## src/rtl/bitop_pkg.sv

```systemverilog
package bitop_pkg;
  typedef enum logic [2:0] {
    ST_IDLE  = 3'd0,
    ST_OPND  = 3'd1,
    ST_READ  = 3'd2,
    ST_WRITE = 3'd3,
    ST_NEXT  = 3'd4
  } seq_state_e;

  localparam logic [3:0] OP_FAMILY = 4'hA;

  function automatic logic is_bitop(input logic [7:0] op);
    return op[7:4] == OP_FAMILY;
  endfunction
endpackage

```

## src/rtl/bitop_fsm.sv

```systemverilog
module bitop_fsm
  import bitop_pkg::*;
(
  input  logic       clk_i,
  input  logic       rst_ni,
  input  logic       accept_i,
  output seq_state_e state_o
);
  seq_state_e state_q, state_d;

  always_comb begin
    state_d = state_q;
    unique case (state_q)
      ST_IDLE:  if (accept_i) state_d = ST_OPND;
      ST_OPND:  state_d = ST_READ;
      ST_READ:  state_d = ST_WRITE;
      ST_WRITE: state_d = ST_NEXT;
      ST_NEXT:  state_d = ST_IDLE;
      default:  state_d = ST_IDLE;
    endcase
  end

  always_ff @(posedge clk_i or negedge rst_ni)
    if (!rst_ni) state_q <= ST_IDLE;
    else         state_q <= state_d;

  assign state_o = state_q;
endmodule

```

## src/rtl/bitop_modify.sv

```systemverilog
module bitop_modify #(
  parameter int DATA_W = 8,
  localparam int IDX_W = $clog2(DATA_W)
) (
  input  logic [DATA_W-1:0] data_i,
  input  logic [IDX_W-1:0]  idx_i,
  input  logic              set_i,
  output logic [DATA_W-1:0] data_o
);
  for (genvar b = 0; b < DATA_W; b++) begin : g_bit
    assign data_o[b] = (idx_i == IDX_W'(b)) ? set_i : data_i[b];
  end
endmodule

```

## src/rtl/bitop_addr.sv

```systemverilog
module bitop_addr
  import bitop_pkg::*;
#(
  parameter int ADDR_W = 16,
  parameter int DATA_W = 8
) (
  input  seq_state_e        state_i,
  input  logic [ADDR_W-1:0] pc_i,
  input  logic [DATA_W-1:0] dir_i,
  output logic [ADDR_W-1:0] addr_o
);
  always_comb begin
    unique case (state_i)
      ST_OPND:           addr_o = pc_i + ADDR_W'(1);
      ST_READ, ST_WRITE: addr_o = ADDR_W'(dir_i);
      ST_NEXT:           addr_o = pc_i + ADDR_W'(2);
      default:           addr_o = '0;
    endcase
  end
endmodule

```

## src/rtl/bitop_rmw_seq.sv

```systemverilog
module bitop_rmw_seq
  import bitop_pkg::*;
#(
  parameter int ADDR_W = 16,
  parameter int DATA_W = 8,
  localparam int IDX_W = $clog2(DATA_W)
) (
  input  logic              clk_i,
  input  logic              rst_ni,
  input  logic              start_i,
  input  logic [7:0]        opcode_i,
  input  logic [ADDR_W-1:0] pc_i,
  input  logic [DATA_W-1:0] rdata_i,
  output logic [ADDR_W-1:0] addr_o,
  output logic [DATA_W-1:0] wdata_o,
  output logic              rd_o,
  output logic              wr_o,
  output logic              rmw_o,
  output logic              busy_o,
  output logic              done_o,
  output logic [7:0]        next_op_o
);
  seq_state_e        state;
  logic              accept;
  logic [7:0]        op_q;
  logic [ADDR_W-1:0] pc_q;
  logic [DATA_W-1:0] dir_q, wbuf_q, modified;

  assign accept = (state == ST_IDLE) && start_i && is_bitop(opcode_i);

  bitop_fsm u_fsm (
    .clk_i   (clk_i),
    .rst_ni  (rst_ni),
    .accept_i(accept),
    .state_o (state)
  );

  bitop_addr #(.ADDR_W(ADDR_W), .DATA_W(DATA_W)) u_addr (
    .state_i(state),
    .pc_i   (pc_q),
    .dir_i  (dir_q),
    .addr_o (addr_o)
  );

  bitop_modify #(.DATA_W(DATA_W)) u_mod (
    .data_i(rdata_i),
    .idx_i (op_q[IDX_W-1:0]),
    .set_i (op_q[IDX_W]),
    .data_o(modified)
  );

  always_ff @(posedge clk_i or negedge rst_ni) begin
    if (!rst_ni) begin
      op_q      <= '0;
      pc_q      <= '0;
      dir_q     <= '0;
      wbuf_q    <= '0;
      next_op_o <= '0;
    end else begin
      if (accept) begin
        op_q <= opcode_i;
        pc_q <= pc_i;
      end
      if (state == ST_OPND) dir_q     <= rdata_i;
      if (state == ST_READ) wbuf_q    <= modified;
      if (state == ST_NEXT) next_op_o <= rdata_i[7:0];
    end
  end

  assign rd_o    = (state == ST_OPND) || (state == ST_READ) || (state == ST_NEXT);
  assign wr_o    = (state == ST_WRITE);
  assign rmw_o   = (state == ST_READ);
  assign busy_o  = (state != ST_IDLE);
  assign done_o  = (state == ST_NEXT);
  assign wdata_o = wr_o ? wbuf_q : '0;
endmodule

```

## config.mk

```make
export PLATFORM = sky130hd
export DESIGN_NAME = bitop_rmw_seq
export DESIGN_NICKNAME = d
export VERILOG_FILES = /design/src/rtl/bitop_pkg.sv /design/src/rtl/bitop_fsm.sv /design/src/rtl/bitop_modify.sv /design/src/rtl/bitop_addr.sv /design/src/rtl/bitop_rmw_seq.sv
export SDC_FILE = /design/constraint.sdc
export NUM_CORES = 1
export LEC_CHECK = 0
export BUFFER_PORTS_ARGS = -buffer_cell sky130_fd_sc_hd__buf_2
export CAP_MARGIN = 20
export CORE_ASPECT_RATIO = 0.6
export CORE_MARGIN = 10
export CORE_UTILIZATION = 46
export DETAILED_ROUTE_END_ITERATION = 7
export HOLD_SLACK_MARGIN = 0.05
export PLACE_DENSITY = 0.71
export SYNTH_ARGS = -nofsm -noshare
export SYNTH_HDL_FRONTEND = slang
export SYNTH_HIERARCHICAL = 1
export SYNTH_SLANG_ARGS = --single-unit
```

## constraint.sdc

```tcl
create_clock -name clk_i -period 4.35 [get_ports clk_i]
set_clock_uncertainty 0.15 [all_clocks]
set_input_delay 0.2175 -clock clk_i [delete_from_list [all_inputs] [get_ports clk_i]]
set_output_delay 0.2175 -clock clk_i [all_outputs]
set_load 0.02 [all_outputs]
```

## After elaboration in Yosys (flattened, before gate mapping)

Index checks and enable logic that the tools add are counted.
Widths: inputs -> output; s select.

- Output and inout port bits: 37
- Memories kept: 0
- Flip-flop bits (word level): 47
- Bits in read-only memories: 0
- Latch bits: 0
- Word-level logic and storage cells: 41
- RAM bits: 0
- Bits of input ports: 35

- Eq/ne operators: 13
- Bitwise logic cells: 0
- $lt $le $gt $ge: 0
- $mul: 0
- Muxes and demuxes: 12
- Shift operators: 0
- Div/mod/pow operators: 0
- Reduce and logical (&&, ||, !) cells: 8
- $add $sub $neg: 2

Operators with widths:

| operator | number |
|---|---|
| $pmux 16 s3 | 1 |
| $add 16x1->16 const B | 1 |
| $add 16x2->16 const B | 1 |
| $eq 3x3->1 const B | 5 |
| $eq 3x2->1 const B | 4 |
| $pmux 3 s4 | 1 |
| $mux 1 | 8 |
| $mux 8 | 1 |
| $eq 3x1->1 const B | 2 |
| $logic_not 3->1 | 2 |
| $eq 4x4->1 const B | 1 |
| $mux 3 | 1 |
| $reduce_bool 3->1 | 1 |
| $logic_and 1x1->1 | 2 |
| $logic_or 1x1->1 | 2 |
| $ne 2x2->1 const B | 1 |
| $reduce_or 2->1 | 1 |

## Logic depth before layout (Yosys ltp)

- Depth after elaboration: 5
- Gate-level depth with buffers: 6
- Mapped depth without buffers: 5

## Hierarchy

The synthesis kept the hierarchy.

By module, submodules not included:

| module | area each (um^2) | instances | cells an instance | seq. area each (um^2) |
|---|---|---|---|---|
| bitop_rmw_seq | 1,885.6 | 1 | 115 | 1,101.1 |
| bitop_addr | 614.3 | 1 | 91 | 0.0 |
| bitop_modify | 145.1 | 1 | 16 | 0.0 |
| bitop_fsm | 103.8 | 1 | 9 | 75.1 |

## Least setup slack after synthesis

OpenSTA, ideal clock, no wires.

- Path kind: register -> output
- From: register u_fsm.state_q[0], in the netlist u_fsm/state_o[0]
- To: output port addr_o[7]
- Arrival time: 1,920 ps
- Path buffers: 1
- Cell stages (with the launch flop): 6
- Slack: 2,062 ps
- Data required time: 3,983 ps
- Cells stage by stage: dfrtp_1 or3b_4 nand2_2 buf_6 nand3b_4 o311ai_1

- Cells in the longest elaborated chain, start to end: 3
- Elaborated cells on any way between the ends: 6
- Classes of those cells: eq/ne (4); mux (1); reduce/logical (1)

RTL lines:

| what | RTL line | text |
|---|---|---|
| start: declaration | bitop_fsm.sv:9 | `seq_state_e state_q, state_d;` |
| start signal: assignment | bitop_fsm.sv:25 | `else state_q <= state_d;` |
| $eq 3x2->1 | bitop_addr.sv:13 | `unique case (state_i)` |
| $reduce_or 2->1 | bitop_addr.sv:13 |  |
| $pmux 16 s3 (*) | bitop_addr.sv:13 |  |
| end: declaration | bitop_rmw_seq.sv:14 | `output logic [ADDR_W-1:0] addr_o,` |

Mark *: on every way between the ends. The rest lies on a longest branch, timed or not.

## Final worst setup path

- From: register u_fsm.state_q[2], in the netlist u_fsm/state_o[2]
- To: output port addr_o[13]

Same word-level chain as after synthesis.

==> run metrics <==
outcome finished clean; Core Area 5675 um^2; synthesized area per cell 11.90 um^2; ant diodes 0; CTS clk-pin slew, worst paths 0.09 ns; max_cap viols 0; die height 79.88 um; WP data arrival 2.46 ns; drt via density 5.448; syn nets 268; Slew headroom 51.88%; synth warn 6; Pwr Density 693.2 nW/um^2; Ports 72; Setup Viol. Count Final 0; slew at the pin closest to its max-slew limit 0.7218 ns; sequential fraction of the synthesis area 42.79%; area of the multi-input gates 1488 um^2; # rows 21; clock power share 15.2%; Reg area 1176 um^2; Mapped Cells 231; Vias 2250; H-tree depth 2; crit path launch type flop; first-pass GRT wire length 11710 um; Area growth syn-to-layout 31.09%; Slew Limit Fails 0; final wirelength 7046 um; Max FO, Critical Path 24; Power Internal 1.485 mW; FMAX 0.3535 GHz; Main synth FF type dfrtp_1; Die Wd 119.8 um; critical path type flop to output pin; First-pass DRT Iterations 4; gpl congestion 0.9359; final net count 369; vias in the first global route 2285; Yosys reg bits 47; WP data required 3.98 ns; clock sinks 47; die area 9570 um^2; Post-synth EDFFs 0; largest net degree at the start of global routing 48; root buf cell clkbuf_8; Combinational Power Share 46.8%; CTS tree yes; final hold vios 0; Layout Utilization 63.49%; routed length per instance 17.06 um; number of port buffers 71; async set-reset flop share out of synthesis 100.0%; All-Layer GR Usage 14.67%; GRT overflow 0; unrepaired setup endpoints after global routing false; period utilization 65.03%; sw frac 40.55%; Hold Crit Class primary input to flop; Final min period 2.829 ns; # DRC 0; total CTS buffers 5; final antenna-violating net count 0; final setup TNS 0 ns; worst-case clock buffer depth 2; layout cell share with drive strength beyond 1 43.54%; # fillers 494; Critical Path End Type output pin; maximum vdd drop 0.4188 mV; Post-Syn Area 2749 um^2; hpwl dp 5118 um; latest clock arrival within the worst-skew pair 0.29 ns; postcts setup bufs 0; Yosys cell types 53; initial antenna violation count 0; DRT iter0 DRCs 191; LEAKAGE 1.641 nW; Initial Util 48.43%; total net switching power 1.013 mW; Reg power frac 38.0%
==> state kept, by name, indices dropped and copies added (netlist names) <==
name / count
dir_q: 8
next_op_o: 8
op_q: 4
pc_q: 16
u_fsm/state_o: 3
wbuf_q: 8
==> cell usage in the layout, fill, tap and decap left out, drive strengths merged, types with 3 or more instances in the layout <==
master / n
a21oi: 4
o211ai: 3
o22ai: 3
nand3: 4
nor2: 6
a22oi: 4
dlygate4sd3: 29
o31ai: 3
and2: 8
a21boi: 3
mux2: 52
o21ai: 7
a31oi: 6
clkbuf: 6
and4: 4
buf: 75
nor3b: 7
inv: 3
nand2: 17
nand2b: 3
dfrtp: 47
nand3b: 6
==> power groups by stage <==
stage / registers, mW / clock network (mW) / logic [mW]
finish: 0.950 / 0.379 / 1.17
global route: 0.993 / 0.403 / 1.27
CTS: 0.944 / 0.386 / 1.18
detailed placement: 0.950 / 0 / 1.16
global placement: 0.935 / 0 / 1.14
floorplan: 0.887 / 0 / 0.875
==> worst max-delay path: stages, from the launching register on <==
cell and delay [ns]:
dfrtp_1 0.80, or3b_1 0.51, nand2_2 0.24, nand3b_4 0.13, o31ai_1 0.26, buf_2 0.22
==> layer usage <==
| metal | vias up | global-route usage (%) | share of wire, % |
|---|---|---|---|
| met5 | - | 0 | 0 |
| met4 | 0 | 2.158 | 0.35 |
| met3 | 4 | 5.508 | 8.2 |
| met2 | 70 | 21.88 | 42 |
| met1 | 1106 | 20.11 | 49 |
| li1 | 1070 | - | - |
==> area by class of cell <==
| class | count | area share, % |
|---|---|---|
| Timing Repair Buffer | 104 | 19.31 |
| Clock inverter | 2 | 1.667 |
| Inverter | 3 | 0.3125 |
| Multi-Input combinational cell | 171 | 41.28 |
| Tap cell | 80 | 2.778 |
| Clock buffer | 6 | 2.014 |
| Sequential cell | 47 | 32.64 |
==> Yosys cell counts (2+ instances only) <==
cell type,count,share of area (%)
nand2b_1,3,0.68
a22oi_1,4,1.1
a21oi_1,4,0.73
o21ai_1,2,0.36
nand4_1,2,0.46
inv_1,3,0.41
xor2_1,2,0.64
buf_2,2,0.36
o21ai_0,4,0.73
nor2_1,6,0.82
nor2b_1,2,0.46
nor3_1,2,0.36
and4_1,4,1.3
nand3b_1,5,1.4
nand3_1,4,0.73
nor3b_2,2,0.91
o211ai_1,3,0.82
o31ai_1,3,0.82
nand2_1,16,2.2
a31oi_1,6,1.4
o22ai_1,3,0.68
clkbuf_1,3,0.41
dfrtp_1,47,43
mux2_4,20,11
nor3b_1,5,1.4
o21bai_1,2,0.55
and2_1,8,1.8
and3_1,2,0.46
ha_1,2,0.91
buf_6,4,1.6
mux2_2,32,13
a21boi_1,3,0.82
==> kinds of logic (layout without fill, tap and decap cells) <==
logic type      Yosys count  count (layout)  share of synthesized area (%)
mux                      52              52                          24.03
compound gates           42              42                          10.88
buf+inv                  13             115                          3.095
xor+xnor                  3               3                         0.9560
simple gates             72              72                          17.34
fa+ha+maj                 2               2                         0.9102
flops                    47              47                          42.79
==> timing repair <==
item | CTS | global route
hold buffers | 29 | 0
hold endpoints to repair | 80 | 0
gates resized for setup | 0 | 0
setup endpoints to repair | 0 | 0
==> worst paths after layout <==
path / from / end / slack, ns / cells past startpoint
max: u_fsm/state_o[2] / addr_o[13] / 1.52 / 5
min: opcode_i[7] / u_fsm/state_o[0] / 0.17 / 5
max reg2reg: u_fsm/state_o[1] / pc_q[13] / 1.94 / 4
min reg2reg: wbuf_q[4] / wbuf_q[4] / 0.35 / 1
max in group asynchronous: rst_ni / u_fsm/state_o[2] / 3.21 / 3
min in group asynchronous: rst_ni / next_op_o[7] / 0.32 / 2
==> through the flow <==
step	std cells	total power [mW]	setup slack, ns	cell area (um^2)	hold WS (ns)
floorplan	231	1.762	2.062	2749	-0.2281
global placement	375	2.075	1.934	3153	0.2993
detailed placement	375	2.106	1.842	3153	0.3017
CTS	412	2.510	1.508	3576	0.1547
global route	413	2.668	1.325	3603	0.1668
finish	413	2.498	1.521	3603	0.1685
(Power assumes the default switching activity.)
